[src/rtl/bus_arbiter_pkg.sv]
package bus_arbiter_pkg;

  typedef enum logic [1:0] {
    PH_IDLE = 2'b00,
    PH_REQ  = 2'b01,
    PH_ARB  = 2'b10
  } bus_phase_e;

  // Rank of one node after a committed win by the node whose rank is win_rank.
  function automatic int unsigned next_rank(input int unsigned cur,
                                            input int unsigned win_rank,
                                            input bit          is_winner);
    if (is_winner)         return 0;
    if (cur < win_rank)    return cur + 1;
    return cur;
  endfunction

endpackage

[src/rtl/bus_phase_ctrl.sv]
module bus_phase_ctrl
  import bus_arbiter_pkg::*;
#(
  parameter int N_NODES = 8
) (
  input  logic               clk,
  input  logic               rst_n,
  input  logic [N_NODES-1:0] req_i,
  input  logic               io_hi_i,
  input  logic               io_lo_i,
  output bus_phase_e         phase,
  output logic               arb_cycle,
  output logic [N_NODES-1:0] samp_req,
  output logic               samp_hi,
  output logic               samp_lo
);
  timeunit 1ns; timeprecision 1ps;

  logic arb_q;
  logic any_req;
  logic req_cycle;

  assign any_req   = (|req_i) | io_hi_i | io_lo_i;
  assign req_cycle = !arb_q && any_req;
  assign arb_cycle = arb_q;

  always_comb begin
    if (arb_q)        phase = PH_ARB;
    else if (any_req) phase = PH_REQ;
    else              phase = PH_IDLE;
  end

  always_ff @(posedge clk) begin
    if (!rst_n) begin
      arb_q    <= 1'b0;
      samp_req <= '0;
      samp_hi  <= 1'b0;
      samp_lo  <= 1'b0;
    end else begin
      arb_q <= req_cycle;
      if (req_cycle) begin
        samp_req <= req_i;
        samp_hi  <= io_hi_i;
        samp_lo  <= io_lo_i;
      end
    end
  end

endmodule

[src/rtl/bus_win_pick.sv]
module bus_win_pick #(
  parameter int N_NODES = 8,
  parameter int IO_NODE = 5,
  localparam int IW = $clog2(N_NODES)
) (
  input  logic [N_NODES-1:0]         samp_req,
  input  logic                       samp_hi,
  input  logic                       samp_lo,
  input  logic [N_NODES-1:0][IW-1:0] rank,
  output logic                       win_valid,
  output logic [IW-1:0]              win_idx,
  output logic                       win_pool
);
  timeunit 1ns; timeprecision 1ps;

  logic          found;
  logic [IW-1:0] best_idx;
  logic [IW-1:0] best_rank;

  always_comb begin
    found     = 1'b0;
    best_idx  = '0;
    best_rank = '0;
    for (int i = 0; i < N_NODES; i++) begin
      if (samp_req[i] && (!found || rank[i] > best_rank)) begin
        found     = 1'b1;
        best_idx  = IW'(i);
        best_rank = rank[i];
      end
    end
  end

  always_comb begin
    win_valid = 1'b0;
    win_idx   = '0;
    win_pool  = 1'b0;
    if (samp_hi) begin
      win_valid = 1'b1;
      win_idx   = IW'(IO_NODE);
    end else if (found) begin
      win_valid = 1'b1;
      win_idx   = best_idx;
      win_pool  = 1'b1;
    end else if (samp_lo) begin
      win_valid = 1'b1;
      win_idx   = IW'(IO_NODE);
    end
  end

endmodule

[src/rtl/bus_rank_file.sv]
module bus_rank_file
  import bus_arbiter_pkg::*;
#(
  parameter int N_NODES = 8,
  localparam int IW = $clog2(N_NODES)
) (
  input  logic                       clk,
  input  logic                       rst_n,
  input  logic                       upd_en,
  input  logic [IW-1:0]              upd_idx,
  output logic [N_NODES-1:0][IW-1:0] rank
);
  timeunit 1ns; timeprecision 1ps;

  logic [IW-1:0] win_rank;
  assign win_rank = rank[upd_idx];

  always_ff @(posedge clk) begin
    if (!rst_n) begin
      for (int i = 0; i < N_NODES; i++) rank[i] <= IW'(i);
    end else if (upd_en) begin
      for (int i = 0; i < N_NODES; i++)
        rank[i] <= IW'(next_rank(int'(rank[i]), int'(win_rank), (IW'(i) == upd_idx)));
    end
  end

endmodule

[src/rtl/bus_arbiter.sv]
module bus_arbiter
  import bus_arbiter_pkg::*;
#(
  parameter int N_NODES = 8,
  parameter int IO_NODE = 5
) (
  input  logic               clk,
  input  logic               rst_n,
  input  logic [N_NODES-1:0] req_i,
  input  logic               io_hi_i,
  input  logic               io_lo_i,
  input  logic               cmd_noop_i,
  output logic [N_NODES-1:0] grant_o,
  output logic [1:0]         phase_o
);
  timeunit 1ns; timeprecision 1ps;

  localparam int IW = $clog2(N_NODES);

  bus_phase_e                 phase;
  logic                       arb_cycle;
  logic [N_NODES-1:0]         samp_req;
  logic                       samp_hi;
  logic                       samp_lo;
  logic                       win_valid;
  logic [IW-1:0]              win_idx;
  logic                       win_pool;
  logic [N_NODES-1:0][IW-1:0] rank;
  logic [N_NODES-1:0]         grant_q;
  logic [IW-1:0]              win_idx_q;
  logic                       win_pool_q;
  logic                       drive_cycle;
  logic                       rank_commit;

  function automatic logic [N_NODES-1:0] to_onehot(input logic [IW-1:0] idx);
    return N_NODES'(1) << idx;
  endfunction

  bus_phase_ctrl #(.N_NODES(N_NODES)) u_phase (
    .clk(clk), .rst_n(rst_n), .req_i(req_i), .io_hi_i(io_hi_i), .io_lo_i(io_lo_i),
    .phase(phase), .arb_cycle(arb_cycle), .samp_req(samp_req),
    .samp_hi(samp_hi), .samp_lo(samp_lo)
  );

  bus_win_pick #(.N_NODES(N_NODES), .IO_NODE(IO_NODE)) u_pick (
    .samp_req(samp_req), .samp_hi(samp_hi), .samp_lo(samp_lo), .rank(rank),
    .win_valid(win_valid), .win_idx(win_idx), .win_pool(win_pool)
  );

  assign drive_cycle = |grant_q;
  assign rank_commit = drive_cycle && win_pool_q && !cmd_noop_i;

  bus_rank_file #(.N_NODES(N_NODES)) u_rank (
    .clk(clk), .rst_n(rst_n), .upd_en(rank_commit), .upd_idx(win_idx_q), .rank(rank)
  );

  always_ff @(posedge clk) begin
    if (!rst_n) begin
      grant_q    <= '0;
      win_idx_q  <= '0;
      win_pool_q <= 1'b0;
    end else begin
      grant_q    <= (arb_cycle && win_valid) ? to_onehot(win_idx) : '0;
      win_idx_q  <= win_idx;
      win_pool_q <= arb_cycle && win_valid && win_pool;
    end
  end

  assign grant_o = grant_q;
  assign phase_o = phase;

endmodule

[config.mk]
export PLATFORM = sky130hd
export DESIGN_NAME = bus_arbiter
export DESIGN_NICKNAME = d
export VERILOG_FILES = /design/src/rtl/bus_arbiter_pkg.sv /design/src/rtl/bus_phase_ctrl.sv /design/src/rtl/bus_win_pick.sv /design/src/rtl/bus_rank_file.sv /design/src/rtl/bus_arbiter.sv
export SDC_FILE = /design/constraint.sdc
export NUM_CORES = 1
export LEC_CHECK = 0
export BUFFER_PORTS_ARGS = -buffer_cell sky130_fd_sc_hd__clkbuf_2
export CORE_MARGIN = 8
export CORE_UTILIZATION = 55
export CTS_BUF_LIST = sky130_fd_sc_hd__clkbuf_4 sky130_fd_sc_hd__clkbuf_8 sky130_fd_sc_hd__clkbuf_16
export CTS_CLUSTER_DIAMETER = 100
export CTS_CLUSTER_SIZE = 12
export DETAILED_ROUTE_END_ITERATION = 16
export PLACE_DENSITY = 0.8
export SLEW_MARGIN = 15
export SYNTH_ARGS = -nofsm -noshare
export SYNTH_HDL_FRONTEND = slang
export SYNTH_SLANG_ARGS = --single-unit
[constraint.sdc]
create_clock -name clk -period 16.2 [get_ports clk]
set_input_delay 1.62 -clock clk [delete_from_list [all_inputs] [get_ports clk]]
set_output_delay 1.62 -clock clk [all_outputs]
set_load 0.005 [all_outputs]
=== After elaboration in Yosys (flattened, before gate mapping) ===
Index checks and enable logic that the tools add are counted.

* Register bits: 47
* Bits of input ports: 13
* Output and inout port bits: 10

* Add/subtract/negate cells: 8
* Magnitude comparators: 16
* Equality and inequality tests: 7
* Shift operators: 1
* Mux-type cells: 114
* Bitwise logic cells: 2
* Reduce and logical (&&, ||, !) cells: 48

{| class="wikitable"
|+ Operator list
! kind !! count
|-
| 2-to-1 mux 3 bit || 39
|-
| 2-to-1 mux 1 bit || 71
|-
| adder 3 x 1 -> 3 bit, second input constant || 8
|-
| < comparator 3 bit || 8
|-
| greater-than comparator 3 bit || 7
|-
| AND reduction 2 bit || 9
|-
| nonzero test 2 bit || 8
|-
| OR reduction 8 bit || 2
|-
| equality test 3 bit, first input constant || 4
|-
| logical AND 1 bit || 12
|-
| binary-select mux 3 bit (select 3 bit) || 1
|-
| zero test 1 bit || 9
|-
| left shift 1 x 3 -> 8 bit, first input constant || 1
|-
| logical OR 1 bit || 7
|-
| equality test 2 x 3 -> 1 bit, first input constant || 2
|-
| 2-to-1 mux 2 bit || 3
|-
| < comparator 3 x 4 -> 1 bit, second input constant || 1
|-
| equality test 1 x 3 -> 1 bit, first input constant || 1
|-
| zero test 3 bit || 1
|-
| OR 1 bit || 2
|}

=== Longest topological paths before layout ===
* Depth in word-level cells: 33
* Mapped depth: 50
* Depth with buffers taken out: 48

=== Hierarchy ===
A second synthesis with hierarchy kept.

* Cells, all modules: 448
* Area, all modules: 3789.9 sq um

{| class="wikitable"
|+ Modules (own cells, without submodules)
! module !! times used !! cells each !! area an instance (sq um) !! seq. area each (sq um)
|-
| bus_rank_file || 1 || 213 || 1876.8 || 480.5
|-
| bus_win_pick || 1 || 138 || 1007.2 || 0.0
|-
| bus_phase_ctrl || 1 || 64 || 545.5 || 220.2
|-
| bus_arbiter || 1 || 33 || 360.3 || 240.2
|}

=== Least setup slack after synthesis ===
No wires, ideal clock.

* Kind: reg-to-reg
* Start: register u_phase.samp_req[0]
* End: register grant_q[1], in the netlist grant_o[1]
* Library setup time: 0.063 ns
* Data arrival time: 9.137 ns
* Required time: 16.137 ns
* Setup slack: 7.000 ns
* Cell stages (with the launch flop): 45
* Period minus slack after synthesis: 9.200 ns
* Cells stage by stage: dfxtp_1 > nand2_1 > ha_1 > nor2b_1 > o21ai_0 > a21oi_1 > o21a_1 > a22o_1 > ha_1 > nand3_1 > a21boi_0 > o21ai_0 > clkbuf_1 > o21ai_0 > ha_1 > nor2b_1 > a221oi_1 > o21ai_0 > (+9 left out) > a21o_1 > ha_1 > a21oi_1 > a21oi_1 > o21ai_1 > mux2_2 > a31oi_1 > ha_1 > nor2b_1 > o21a_1 > o311ai_2 > mux2_2 > ha_1 > a211o_1 > a311oi_1 > nand2_1 > or3_4 > nor2b_2

* Word-level cells in the longest chain between the ends: 33
* Elaborated cells between the ends (all ways): 57

{| class="wikitable"
|+ RTL lines
! item !! line !! text
|-
| start, declared || bus_phase_ctrl.sv:13 || <nowiki>output logic [N_NODES-1:0] samp_req,</nowiki>
|-
| start signal, assigned || bus_phase_ctrl.sv:42 || <nowiki>samp_req <= req_i;</nowiki>
|-
| 2-to-1 mux 3 bit or 2-to-1 mux 1 bit (tied branches) || bus_win_pick.sv:25 || <nowiki>if (samp_req[i] && (!found || rank[i] > best_rank)) begin</nowiki>
|-
| greater-than comparator 3 bit or zero test 1 bit (tied branches) || bus_win_pick.sv:25 ||
|-
| logical OR 1 bit || bus_win_pick.sv:25 ||
|-
| logical AND 1 bit || bus_win_pick.sv:25 ||
|-
| 2-to-1 mux 3 bit or 2-to-1 mux 1 bit (tied branches) || bus_win_pick.sv:25 ||
|-
| greater-than comparator 3 bit or zero test 1 bit (tied branches) || bus_win_pick.sv:25 ||
|-
| logical OR 1 bit || bus_win_pick.sv:25 ||
|-
| logical AND 1 bit || bus_win_pick.sv:25 ||
|-
| (+17 left out) || -- ||
|-
| greater-than comparator 3 bit or zero test 1 bit (tied branches) || bus_win_pick.sv:25 ||
|-
| logical OR 1 bit || bus_win_pick.sv:25 ||
|-
| logical AND 1 bit || bus_win_pick.sv:25 ||
|-
| 2-to-1 mux 1 bit || bus_win_pick.sv:25 ||
|-
| 2-to-1 mux 1 bit || bus_win_pick.sv:40 || <nowiki>end else if (found) begin</nowiki>
|-
| 2-to-1 mux 1 bit || bus_win_pick.sv:37 || <nowiki>if (samp_hi) begin</nowiki>
|-
| logical AND 1 bit || bus_arbiter.sv:63 || <nowiki>grant_q <= (arb_cycle && win_valid) ? to_onehot(win_idx) : '0;</nowiki>
|-
| AND reduction 2 bit (no source line) || -- ||
|-
| end signal, assigned || bus_arbiter.sv:63 ||
|-
| end, declared || bus_arbiter.sv:29 || <nowiki>logic [N_NODES-1:0] grant_q;</nowiki>
|}

Parallel ways exist; a longest one is shown, timed or not.
A chain may end at the register's enable or synchronous reset.

=== Worst setup path after layout ===
Same ends and word-level chain as after synthesis.

==> key figures <==
STA
  – Final number of setup-violating endpoints: 0
  – Hold WS: 0.507 ns
  – Max Slew Vio Count: 0
  – Max-slew headroom: 29.0%
  – Clock skew: 0.00618 ns
  – RSZ-0062 raised after global routing: false
  – Post-route setup slack: 5.23 ns
  – Fin crit period: 10.97 ns
  – Endpoints failing hold: 0
  – Setup TNS: 0 ns
  – Max Fclk: 91.2 MHz
  – Fin crit share: 67.7%
  – Slew @ Worst Pin: 1.05 ns

Clock tree
  – # hold bufs at CTS: 0
  – Maximum clock insertion buffer count: 2
  – Clk slew on worst S/H paths: 0.10 ns
  – Post-CTS setup buffer count: 0
  – Cts bufs inserted: 5
  – Root buf cell: clkbuf_8
  – Clock Sinks: 47
  – CTS tree: yes
  – H-tree depth: 2
  – Worst-skew pair later-pin latency: 0.31 ns
  – Post-CTS sizing: 0

Global routing
  – Global route total overflow: 0
  – GRT Total Usage: 20.0%
  – Initial antenna violation count: 0
  – Largest net degree at the start of global routing: 29
  – Vias in the first global route: 3326
  – First-pass GRT wire length: 15.0 mm

Finish
  – Diode count: 0
  – Sequential Area: 941 sq um
  – Area occupied by multi-input gates: 2470 sq um
  – Final #Nets: 501
  – Layout area overhead: 6.88%
  – Final cell count without fillers: 521
  – Commonest non-fill, non-tap cell in the layout: nor2_1
  – Post-route cell area: 3810 sq um
  – Share of layout cells above drive strength 1: 13.3%
  – Filler cells: 557
  – Most frequent cells in the layout: nor2_1, dfxtp_1, ha_1

Power and ir drop
  – NetSw: 0.000104 W
  – Sequential power share: 41.4%
  – Sw frac: 33.7%
  – Clk pwr share: 29.7%
  – Worst IR Drop VDD: 56.5 uV
  – Internal power: 0.000205 W
  – LEAKAGE: 1.61 nW
  – Power Density: 81.3 nW/um^2
  – Logic pwr share: 28.9%

Status
  – Status: complete, no violations

Synthesis
  – Seq/Total Area, Yosys: 26.4%
  – Synth Area in Compound Gates: 22.8%
  – Syn Inst Count: 431
  – Synth cell types: 65
  – Flops & latches, synth: 47
  – Avg Synthesized Cell Area: 8.27 sq um
  – Async SR Flop Fraction: 0%
  – Predominant post-synthesis flop cell: dfxtp_1
  – Post-Synth Adder-Cell Area: 15.8%
  – Post-synth EDFFs: 0
  – Mux contribution to synthesized area: 7.87%
  – Synth Area in Simple Gates: 22.9%
  – Synth Area in XOR/XNOR: 0%
  – Ys Warns: 0
  – Largest family of logic cells by synthesized area: simple AND/OR/NAND/NOR gates
  – Cell area after synthesis: 3560 sq um
  – Syn_nets: 489

Critical path
  – Crit-path max cell delay: 0.82 ns
  – CP dominant cell by count: ha_1
  – Critical Path Slowest Stage Cell: o21ai_0
  – CP Launch Type: flop
  – WP data required: 16.46 ns
  – Critical path endpoint category: flop
  – Crit path kind: flop to flop
  – Reg2reg setup slack: 5.23 ns
  – FF-to-FF path depth: 43
  – WP data arrival: 11.23 ns
  – Worst Path Max Fanout: 12

Routing
  – Routed Antenna Nets: 0
  – Iter 0 DRT Violations: 357
  – Via/cell ratio: 6.32
  – Final Routed Wirelength: 8.75 mm
  – Remaining DRCs: 0
  – Via count: 3295
  – First-pass DRT Iterations: 5
  – Avg WL per Cell: 16.8 microns

Die
  – Die width: 96.5 microns
  – Boundary Pins: 23
  – FP Rows: 29
  – Core area: 6310 sq um
  – Initial core utilization: 56.4%
  – Die ar.: 9310 sq um
  – Die span in y: 96.5 microns

Placement
  – Placer congestion estimate: 0.860
  – DP Worst Slack: 5.38 ns
  – DP Area: 3690 sq um
  – PortBufs: 22
  – DPL Wire Length: 6.44 mm
  – Post-Place Cells: 513

Worst hold path
  – Worst Hold Depth: 2
  – HP Class: flop to flop

Run
  – Max_cap viols: 0
worst max-delay path, delay by kind of cell, from the launching register on:
| kind | cells | cell delay [ns] |
|---|---|---|
| mux | 1 | 0.39 |
| compound gates | 23 | 5.78 |
| simple gates | 12 | 2.08 |
| fa+ha+maj | 7 | 2.17 |
| flops | 1 | 0.48 |
path summary, 6_finish.rpt:
kind                                     from                     to
max          u_phase.samp_req[0]$_SDFFE_PN0P_  grant_o[1]$_SDFF_PP0_
min              u_phase.arb_cycle$_SDFF_PN0_  win_pool_q$_SDFF_PN0_
min reg2reg      u_phase.arb_cycle$_SDFF_PN0_  win_pool_q$_SDFF_PN0_
max reg2reg  u_phase.samp_req[0]$_SDFFE_PN0P_  grant_o[1]$_SDFF_PP0_
cell families after synthesis:
kind of cell	count (synthesis)
adders and majority gates	45
muxes	20
and+or+nand+nor	162
AOI/OAI and AO/OA	121
buffers and inverters	36
DFF	47
routing by layer:
| layer | wire [microns] | vias to the layer above | part of all wire [%] | global-route usage (%) |
|---|---|---|---|---|
| li1 | - | 1630 | - | - |
| met1 | 3910 | 1550 | 45 | 23.9 |
| met2 | 4230 | 97 | 48 | 34.3 |
| met3 | 393 | 18 | 4.5 | 3.17 |
| met4 | 213 | 0 | 2.4 | 9.21 |
| met5 | 0 | - | 0 | 0 |
sequential cells by signal, indices dropped and copies added (netlist names):
signal,cells
u_rank.rank,24
grant_o,8
u_phase.samp_req,8
win_idx_q,3
u_phase.arb_cycle,1
u_phase.samp_hi,1
u_phase.samp_lo,1
win_pool_q,1
synth_stat cells, drive strengths merged (10+ instances only):
cell type / number / area share, %
a21oi: 32 / 4.6
a31oi: 13 / 2.3
clkbuf: 11 / 1.2
dfxtp: 47 / 26
ha: 45 / 16
inv: 17 / 1.8
mux2i: 10 / 2.8
nand2: 32 / 3.4
nand3: 12 / 1.8
nor2: 54 / 5.7
nor2b: 12 / 2.2
nor3: 10 / 1.4
o21ai: 26 / 3.9
per-stage QoR:
stage	power, W	utilization [%]
after floorplan	0.000199	-
after global placement	0.000215	58.5
after detailed placement	0.000219	58.5
after CTS	0.000309	60.3
after global routing	0.000327	60.3
final	0.000310	60.3
final cells by class:
cell class	count	share of cell area (%)
Sequential cell	47	24.7
Timing Repair Buffer	23	3.09
Clock inverter	3	1.25
Tap cell	77	2.53
Inverter	18	1.77
Clock buffer	5	1.81
Multi-Input combinational cell	348	64.8
power groups by stage:
| stage | clock (W) | combinational, W | sequential [W] |
|---|---|---|---|
| finish | 0.0000919 | 0.0000896 | 0.000128 |
| global route | 0.0000972 | 0.000101 | 0.000129 |
| CTS | 0.0000927 | 0.0000884 | 0.000128 |
| detailed placement | 0 | 0.0000878 | 0.000131 |
| global placement | 0 | 0.0000845 | 0.000131 |
| floorplan | 0 | 0.0000741 | 0.000125 |
Power figures use the tool's default switching activity.
